## config.mk

```make
export PLATFORM = sky130hd
export DESIGN_NAME = clk_tick_divider
export DESIGN_NICKNAME = d
export VERILOG_FILES = /design/src/rtl/ckdiv_pkg.sv /design/src/rtl/ckdiv_period.sv /design/src/rtl/ckdiv_gate.sv /design/src/rtl/ckdiv_count.sv /design/src/rtl/clk_tick_divider.sv
export SDC_FILE = /design/constraint.sdc
export NUM_CORES = 1
export LEC_CHECK = 0
export ABC_AREA = 1
export BUFFER_PORTS_ARGS = -buffer_cell sky130_fd_sc_hd__buf_2
export CORE_ASPECT_RATIO = 0.7
export CORE_MARGIN = 2
export CORE_UTILIZATION = 45
export DETAILED_ROUTE_END_ITERATION = 10
export PLACE_DENSITY_LB_ADDON = 0.15
export SLEW_MARGIN = 20
export SYNTH_ARGS = -nofsm -noshare
export SYNTH_HDL_FRONTEND = slang
export SYNTH_SLANG_ARGS = --single-unit
```

## constraint.sdc

```tcl
create_clock -name clk -period 4.9 [get_ports clk]
set_clock_uncertainty 0.2 [all_clocks]
set_input_delay 1.47 -clock clk [delete_from_list [all_inputs] [get_ports clk]]
set_output_delay 1.47 -clock clk [all_outputs]
set_load 0.1 [all_outputs]
```

## src/rtl/ckdiv_pkg.sv

```systemverilog
package ckdiv_pkg;

  // How the divide field is read
  typedef enum logic [2:0] {
    DM_SILENT = 3'd0,
    DM_PLUS1  = 3'd1,
    DM_TWICE  = 3'd2,
    DM_POW2   = 3'd3,
    DM_PASS   = 3'd4
  } div_mode_e;

  // Width needed to hold the largest period a mode can produce
  function automatic int period_width(div_mode_e m, int fw);
    case (m)
      DM_PLUS1: return fw + 1;
      DM_TWICE: return fw + 2;
      DM_POW2:  return (1 << fw) + 1;
      default:  return 1;
    endcase
  endfunction

endpackage

```

## src/rtl/ckdiv_period.sv

```systemverilog
module ckdiv_period
  import ckdiv_pkg::*;
#(
  parameter div_mode_e MODE  = DM_TWICE,
  parameter int        DIV_W = 4,
  parameter int        PER_W = 6
) (
  input  logic [DIV_W-1:0] field,
  output logic [PER_W-1:0] period
);

  localparam logic [PER_W-1:0] ONE = PER_W'(1);

  // Period in reference cycles for a given field value
  function automatic logic [PER_W-1:0] decode(logic [DIV_W-1:0] f);
    case (MODE)
      DM_PLUS1: return PER_W'(f) + ONE;
      DM_TWICE: return (PER_W'(f) + ONE) << 1;
      DM_POW2:  return ONE << (int'(f) + 1);
      default:  return ONE;
    endcase
  endfunction

  assign period = decode(field);

endmodule

```

## src/rtl/ckdiv_gate.sv

```systemverilog
module ckdiv_gate #(
  parameter bit HAS_GATE = 1'b1
) (
  input  logic gate_en,
  output logic run
);

  generate
    if (HAS_GATE) begin : g_gated
      assign run = gate_en;
    end else begin : g_free
      logic unused_gate_en;
      assign unused_gate_en = gate_en;
      assign run = 1'b1;
    end
  endgenerate

endmodule

```

## src/rtl/ckdiv_count.sv

```systemverilog
module ckdiv_count #(
  parameter int PER_W  = 6,
  parameter bit SILENT = 1'b0
) (
  input  logic             clk,
  input  logic             rst_n,
  input  logic             run,
  input  logic [PER_W-1:0] next_per,
  output logic             tick,
  output logic             active,
  output logic             counting,
  output logic             term,
  output logic [PER_W-1:0] cnt,
  output logic [PER_W-1:0] per
);

  logic             active_q;
  logic             tick_q;
  logic [PER_W-1:0] cnt_q;
  logic [PER_W-1:0] per_q;

  // Counting only once the start edge has loaded the period
  assign counting = run & active_q;
  assign term     = counting & (cnt_q == per_q - PER_W'(1));

  always_ff @(posedge clk or negedge rst_n) begin
    if (!rst_n) begin
      active_q <= 1'b0;
      tick_q   <= 1'b0;
      cnt_q    <= '0;
      per_q    <= PER_W'(1);
    end else begin
      active_q <= run & !SILENT;
      tick_q   <= term;
      if (!counting || term) begin
        cnt_q <= '0;
        per_q <= next_per;
      end else begin
        cnt_q <= cnt_q + PER_W'(1);
      end
    end
  end

  assign tick   = tick_q;
  assign active = active_q;
  assign cnt    = cnt_q;
  assign per    = per_q;

endmodule

```

## src/rtl/clk_tick_divider.sv

```systemverilog
module clk_tick_divider
  import ckdiv_pkg::*;
#(
  parameter div_mode_e MODE     = DM_TWICE,
  parameter int        DIV_W    = 4,
  parameter bit        HAS_GATE = 1'b1
) (
  input  logic             clk,
  input  logic             rst_n,
  input  logic             gate_en,
  input  logic [DIV_W-1:0] div_val,
  output logic             tick,
  output logic             active
);

  localparam int PER_W  = period_width(MODE, DIV_W);
  localparam bit SILENT = (MODE == DM_SILENT);

  // Named internal events, brought out for the checker
  logic             run_w;
  logic [PER_W-1:0] next_per_w;
  logic             counting_w;
  logic             term_w;
  logic [PER_W-1:0] cnt_w;
  logic [PER_W-1:0] per_w;

  ckdiv_gate #(.HAS_GATE(HAS_GATE)) u_gate (
    .gate_en (gate_en),
    .run     (run_w)
  );

  ckdiv_period #(.MODE(MODE), .DIV_W(DIV_W), .PER_W(PER_W)) u_period (
    .field  (div_val),
    .period (next_per_w)
  );

  ckdiv_count #(.PER_W(PER_W), .SILENT(SILENT)) u_count (
    .clk      (clk),
    .rst_n    (rst_n),
    .run      (run_w),
    .next_per (next_per_w),
    .tick     (tick),
    .active   (active),
    .counting (counting_w),
    .term     (term_w),
    .cnt      (cnt_w),
    .per      (per_w)
  );

endmodule

```

==> results of run 1 <==
## how the worst max path moves through the flow
stage,endpoint,slack (ns)
2_1_floorplan,active,2.33
3_3_place_gp,active,2.49
3_5_place_dp,u_count.per[3],2.45
4_1_cts,active,2.17
5_1_grt,active,2.12
6_report,active,2.18
## cell usage after synthesis (2+ instances only)
cell type / number / share of area [%]
dfrtp_1: 13 / 36
ha_1: 3 / 4.2
inv_1: 15 / 6.2
inv_2: 3 / 1.2
nand2_1: 37 / 15
nand2_2: 5 / 3.5
nand3_1: 14 / 7.8
nor2_1: 7 / 2.9
nor2_2: 8 / 5.6
xnor2_1: 2 / 1.9
xor2_1: 4 / 3.9
## kinds of logic (layout without fill, tap and decap cells)
kind of cell    count (synthesis)  count (layout)  synth area share (%)
fa+ha+maj                       3               3                 4.167
buf+inv                        19              30                 9.722
flops                          14              14                 39.03
xor+xnor                        6               6                 5.833
simple gates                   75              75                 40.70
compound gates                  1               1                0.5550
## metrics by stage
stage               cell area, um2  total power [uW]  worst slack [ns]  hold slack, ns  instances
floorplan                    900.9             168.8             2.333          0.2731        118
global placement             948.4             178.5             2.487          0.3208        147
detailed placement           948.4             179.5             2.452          0.3108        147
CTS                          974.7             243.8             2.171          0.3240        151
global route                 974.7             260.9             2.125          0.3516        151
finish                       974.7             240.6             2.181          0.3203        151
## sequential cells by signal, indices dropped and copies added, names as in the netlist
signal,cells
u_count.tick,1
u_count.active,1
u_count.per,6
u_count.cnt,6
## metal layers
metal | up-vias | wire [um]
li1 | 379 | -
met1 | 308 | 744
met2 | 12 | 675
met3 | 2 | 55
met4 | 0 | 16
met5 | - | 0
## power by group
part / total [uW] / internal [uW] / switching (uW)
clock: 63.7 / 31.5 / 32.2
sequential: 129 / 121 / 7.83
combinational: 48.3 / 16.9 / 31.3
## final cells by class
cell class                 instances  area [um2]  share of cell area [%]
timing repair buffer               8       40.04                   4.108
clock buffer                       4       26.28                   2.696
multi-input combinational         85       461.7                   47.37
tap                               22       27.53                   2.824
inverter                          18       67.56                   6.932
sequential                        14       351.6                   36.07
==> results.md, run 1 <==
- Placed wire-length estimate: 1234 um
- Leakage: 0.0005138 uW
- Main synth FF type: dfrtp_1
- Post-Syn Nets: 128
- Hold Path Origin: u_count.cnt[0]
- Stage delay of the slowest cell on the critical path: 0.43 ns
- Number of clock sinks: 14
- Most used routing layer: met2
- Endpoint required time on the critical path: 3.23 ns
- Vias: 701
- Master of the slowest instance on the critical path: buf_2
- Arrival time worst endpoint: 1.05 ns
- Worst-path fanout max: 2
- Critical Path Stages: 1
- Wire length reported by the detailed router: 1491 um
- Max-cap violation count: 0
- Routing usage on met3: around 4.7%
- Post-synthesis average cell area: 7.634 um2
- Detail-routed via count per cell: 4.642
- Final hold vios: 0
- Number of warning messages in the yosys log: 0
- Reg2reg path depth: 12
- Number of iterations in the first detailed-routing pass: 4
- Port Buf Inserts: 8
- Antenna violations before repair: 0
- Overall die area: between 0.002 and 0.0025 mm2
- Clock Tree Buf Depth: 2
- Reg-to-reg endpoint: u_count.per[3]
- Residual antenna-violating net count after detailed routing: 0
- Synth cell types: 18
- Final net count: 140
- Worst-path cell chain: buf_2
- Global-route met2 utilization: 22.95%
- Number of top-level pins: 9
- Yosys reg bits: 14
- Worst slew slack as a fraction of its limit: 67.71%
- Root Driver: clkbuf_4
- Worst-path clk slew: 0.07 ns
- Number of buffers inserted for hold repair after clock tree synthesis: 0
- Vias in the first global route: 665
- Most common cell after layout, fill and taps aside: nand2_1
- Maximum number of pins on one net before global-route repair: 15
- Insertion delay to the later sink of the worst-skew pair: roughly 0.27 ns
- CP endpoint kind: output pin
- Power density over cell area: 246.9 mW/mm2
- Share of cells above drive strength 1: between 20% and 30%
- Final min period: approximately 2.7 ns
- Maximum level of the CTS H-tree: 1
- Global-route wire length before repair: 2649 um
- RSZ-0062 raised after global routing: no
- Post-CTS setup-driven buffer insertion count: 0
- Startpoint-to-endpoint class of the critical path: flip-flop to output pin
- TritonCTS clock tree: yes
- Reg-to-Reg Start: u_count.per[0]
- CP top delay family: buffers and inverters
- Post-synthesis cell count: 118
- Final slew viol count: 0
- Crit path buffers/inverters: 1
- Endpoint of the worst hold path: u_count.cnt[0]
- Share of the clock period used by the worst path: 55.48%
- Portion of the post-synthesis area used by sequential elements: 39.03%
- Class of the worst hold path: flip-flop to flip-flop
- Post-synthesis to final-layout area growth: 8.194%
- Inserted Clock Buffers: 3
- Gpl congestion: between 0.7 and 0.8
- Worst setup startpoint: u_count.active
- Worst-case register-to-register setup slack: 2.84 ns
- Starting density of the core: about half
- Diode insertion count for antenna repair: 0
- Setup TNS: 0 ns
- Global-route usage over all layers: between 10% and 20%
- Core area: 0.001871 mm2
- Width of the chip: 57.48 um
- Drt first-iter violations: 18
- Crit start category: flip-flop
- Worst Max-Slew Pin Slew: 0.4878 ns
- Post-synth ARST share: 100.0%
- Most used cells in the layout excluding fill and tap cells: nand2_1, inv_1, nand3_1
- IR drop worst, VDD: around 170 uV
- Fill cell instance count of the final layout: 179
- Total number of placement rows: 13
- Met1 layer usage reported by global route: 18.45%
- Aggregate global routing overflow: 0
- Residual DRC count: 0
- Cell area after synthesis: ~900 um2
- Die height: 41.44 um
- Achievable clock frequency: 0.3678 GHz
- Core occupancy in the finished layout: 52.11%
- Number of cells on the worst hold path: 1
- Number of enable flip-flop cells after synthesis: 0
- Result of the run: completed
- Routed length per placed instance: 9.874 um
- Cells resized by post-CTS repair: 0
- Final count of negative-setup-slack endpoints: 0
(Power assumes the default switching activity.)
==> run 2: changes to the inputs <==
- clock period: 4.9 -> 2.6 ns (I/O delays scaled with it)
==> run 2 against run 1 <==
  * Global-route usage rose by 0.61 points
  * Largest cell class unchanged
  * Highest routed layer unchanged
  * First-iteration DRC count increased by 72%
  * Clock-buffer cell count did not move
  * Critical endpoint is now u_count.per[3]
  * Routed wire length increased by 0.67%
  * Sequential cell count unchanged
  * Non-clock buffer count unchanged
  * Largest power group unchanged
  * Sequential power increased by 88%
  * Via count is 0.86% higher
==> results.md, run 2 (synthesis results as in run 1) <==
- Core occupancy in the finished layout: 52.64%
- Final hold vios: 0
- RSZ-0062 raised after global routing: no
- Antenna violations before repair: 0
- Endpoint required time on the critical path: 2.61 ns
- Residual DRC count: 0
- Final net count: 140
- TritonCTS clock tree: yes
- Total number of placement rows: 13
- Insertion delay to the later sink of the worst-skew pair: 0.27 ns
- Number of buffers inserted for hold repair after clock tree synthesis: 0
- Number of clock sinks: 14
- Setup TNS: 0 ns
- Most common cell after layout, fill and taps aside: nand2_1
- Leakage: 0.0005198 uW
- Maximum number of pins on one net before global-route repair: 15
- Clock Tree Buf Depth: 2
- Aggregate global routing overflow: 0
- Vias in the first global route: roughly 660
- Reg2reg path depth: 12
- Starting density of the core: roughly half
- Number of iterations in the first detailed-routing pass: 3
- Final slew viol count: 0
- Width of the chip: 57.48 um
- Max-cap violation count: 0
- Number of placed instances, taps included: 147
- Port Buf Inserts: 8
- Final min period: 2.077 ns
- Root Driver: clkbuf_4
- Share of the clock period used by the worst path: between 70% and 80%
- Die height: 41.44 um
- Maximum level of the CTS H-tree: 1
- Vias: 707
- Worst-path clk slew: 0.08 ns
- Number of top-level pins: 9
- Cells resized by post-CTS repair: 0
- Class of the worst hold path: input pin to asynchronous set/reset pin
- Share of cells above drive strength 1: 25.58%
- Residual antenna-violating net count after detailed routing: 0
- Wire length reported by the detailed router: 1501 um
- Final count of negative-setup-slack endpoints: 0
- Reg-to-reg endpoint: u_count.per[3]
- Post-CTS setup-driven buffer insertion count: 0
- Achievable clock frequency: 0.4815 GHz
- Overall die area: 0.002381 mm2
- Reg-to-Reg Start: u_count.per[0]
- Core area: 0.001871 mm2
- Area of all sequential standard cells: 351.6 um2
- Multi-input logic area: 461.7 um2
- Fill cell instance count of the final layout: 198
- Global-route wire length before repair: about 2800 um
- Inserted Clock Buffers: 3
- Global-route usage over all layers: around 15%
- Worst slew slack as a fraction of its limit: 67.81%
- Worst Max-Slew Pin Slew: roughly 0.5 ns
- Diode insertion count for antenna repair: 0
- Worst-case register-to-register setup slack: 0.52 ns
- Detail-routed via count per cell: 4.682
- Final standard cell count with taps included and fillers excluded: 151
- Startpoint-to-endpoint class of the critical path: flip-flop to flip-flop
- Overall power: about 480 uW
- Gpl congestion: around 0.74
- Crit start category: flip-flop
- Arrival time worst endpoint: 2.09 ns
- Placed wire-length estimate: 1259 um
- IR drop worst, VDD: 368.5 uV
- Routed length per placed instance: approximately 10 um
- Drt first-iter violations: 31
- Most used cells in the layout excluding fill and tap cells: nand2_1, inv_1, nand3_1
- Worst-path fanout max: 11
- Power density over cell area: 491.3 mW/mm2
- Post-synthesis to final-layout area growth: 9.306%
- Result of the run: completed
- CP endpoint kind: flip-flop
## run 2: cell counts in the layout (fill, tap and decap cells not counted)
No cell type changed its count.
## run 2: how the worst max path moves through the flow
stage                              start             end  slack (ns)
after floorplan           u_count.per[0]  u_count.cnt[2]        0.67
after global placement    u_count.per[0]  u_count.per[3]        0.62
after detailed placement  u_count.per[0]  u_count.per[3]        0.54
after CTS                 u_count.per[0]  u_count.per[3]        0.51
after global routing      u_count.per[0]  u_count.per[3]        0.36
final                     u_count.per[0]  u_count.per[3]        0.52
## run 2: final cells by class
cell class,instances,area share [%]
multi-input cells,85,46.89
flip-flops and latches,14,35.71
inverters,18,6.862
repair buffers,8,4.066
clock buffers,4,3.685
well taps,22,2.795
## run 2: metal layers
metal / routed length, um / up-vias / track usage [%]
met2: 649 / 9 / 22.27
met3: 38 / 2 / 1.869
li1: - / 379 / -
met5: 0 / - / 0
met4: 8 / 0 / 5.581
met1: 804 / 317 / 22.59
## run 2: report_power, final
part           internal (uW)  leakage (uW)  switching [uW]  total (uW)
sequential               228      0.000180            14.0         242
combinational           32.1      0.000319            60.9        93.0
clock                   85.0     0.0000210            64.2         149
total                    345      0.000520             139         484
## run 2: stage by stage
step	worst slack (ns)	instance area, um2	hold slack [ns]
finish	0.5232	984.7	0.1853
global route	0.3600	984.7	0.1994
CTS	0.5102	984.7	0.1831
detailed placement	0.5391	948.4	0.3064
global placement	0.6163	948.4	0.3081
floorplan	0.6651	900.9	0.2731
## run 2: critical path, stage by stage (launching register included)
cell and delay (ns):
dfstp_2 0.54, inv_2 0.06, ha_1 0.30, inv_1 0.05, nand2_1 0.06, nand2_1 0.05
nor2_1 0.11, nand2_2 0.08, nor2_4 0.12, nand3_4 0.13, nand2_4 0.20, nand2_1 0.07
nand2_1 0.05
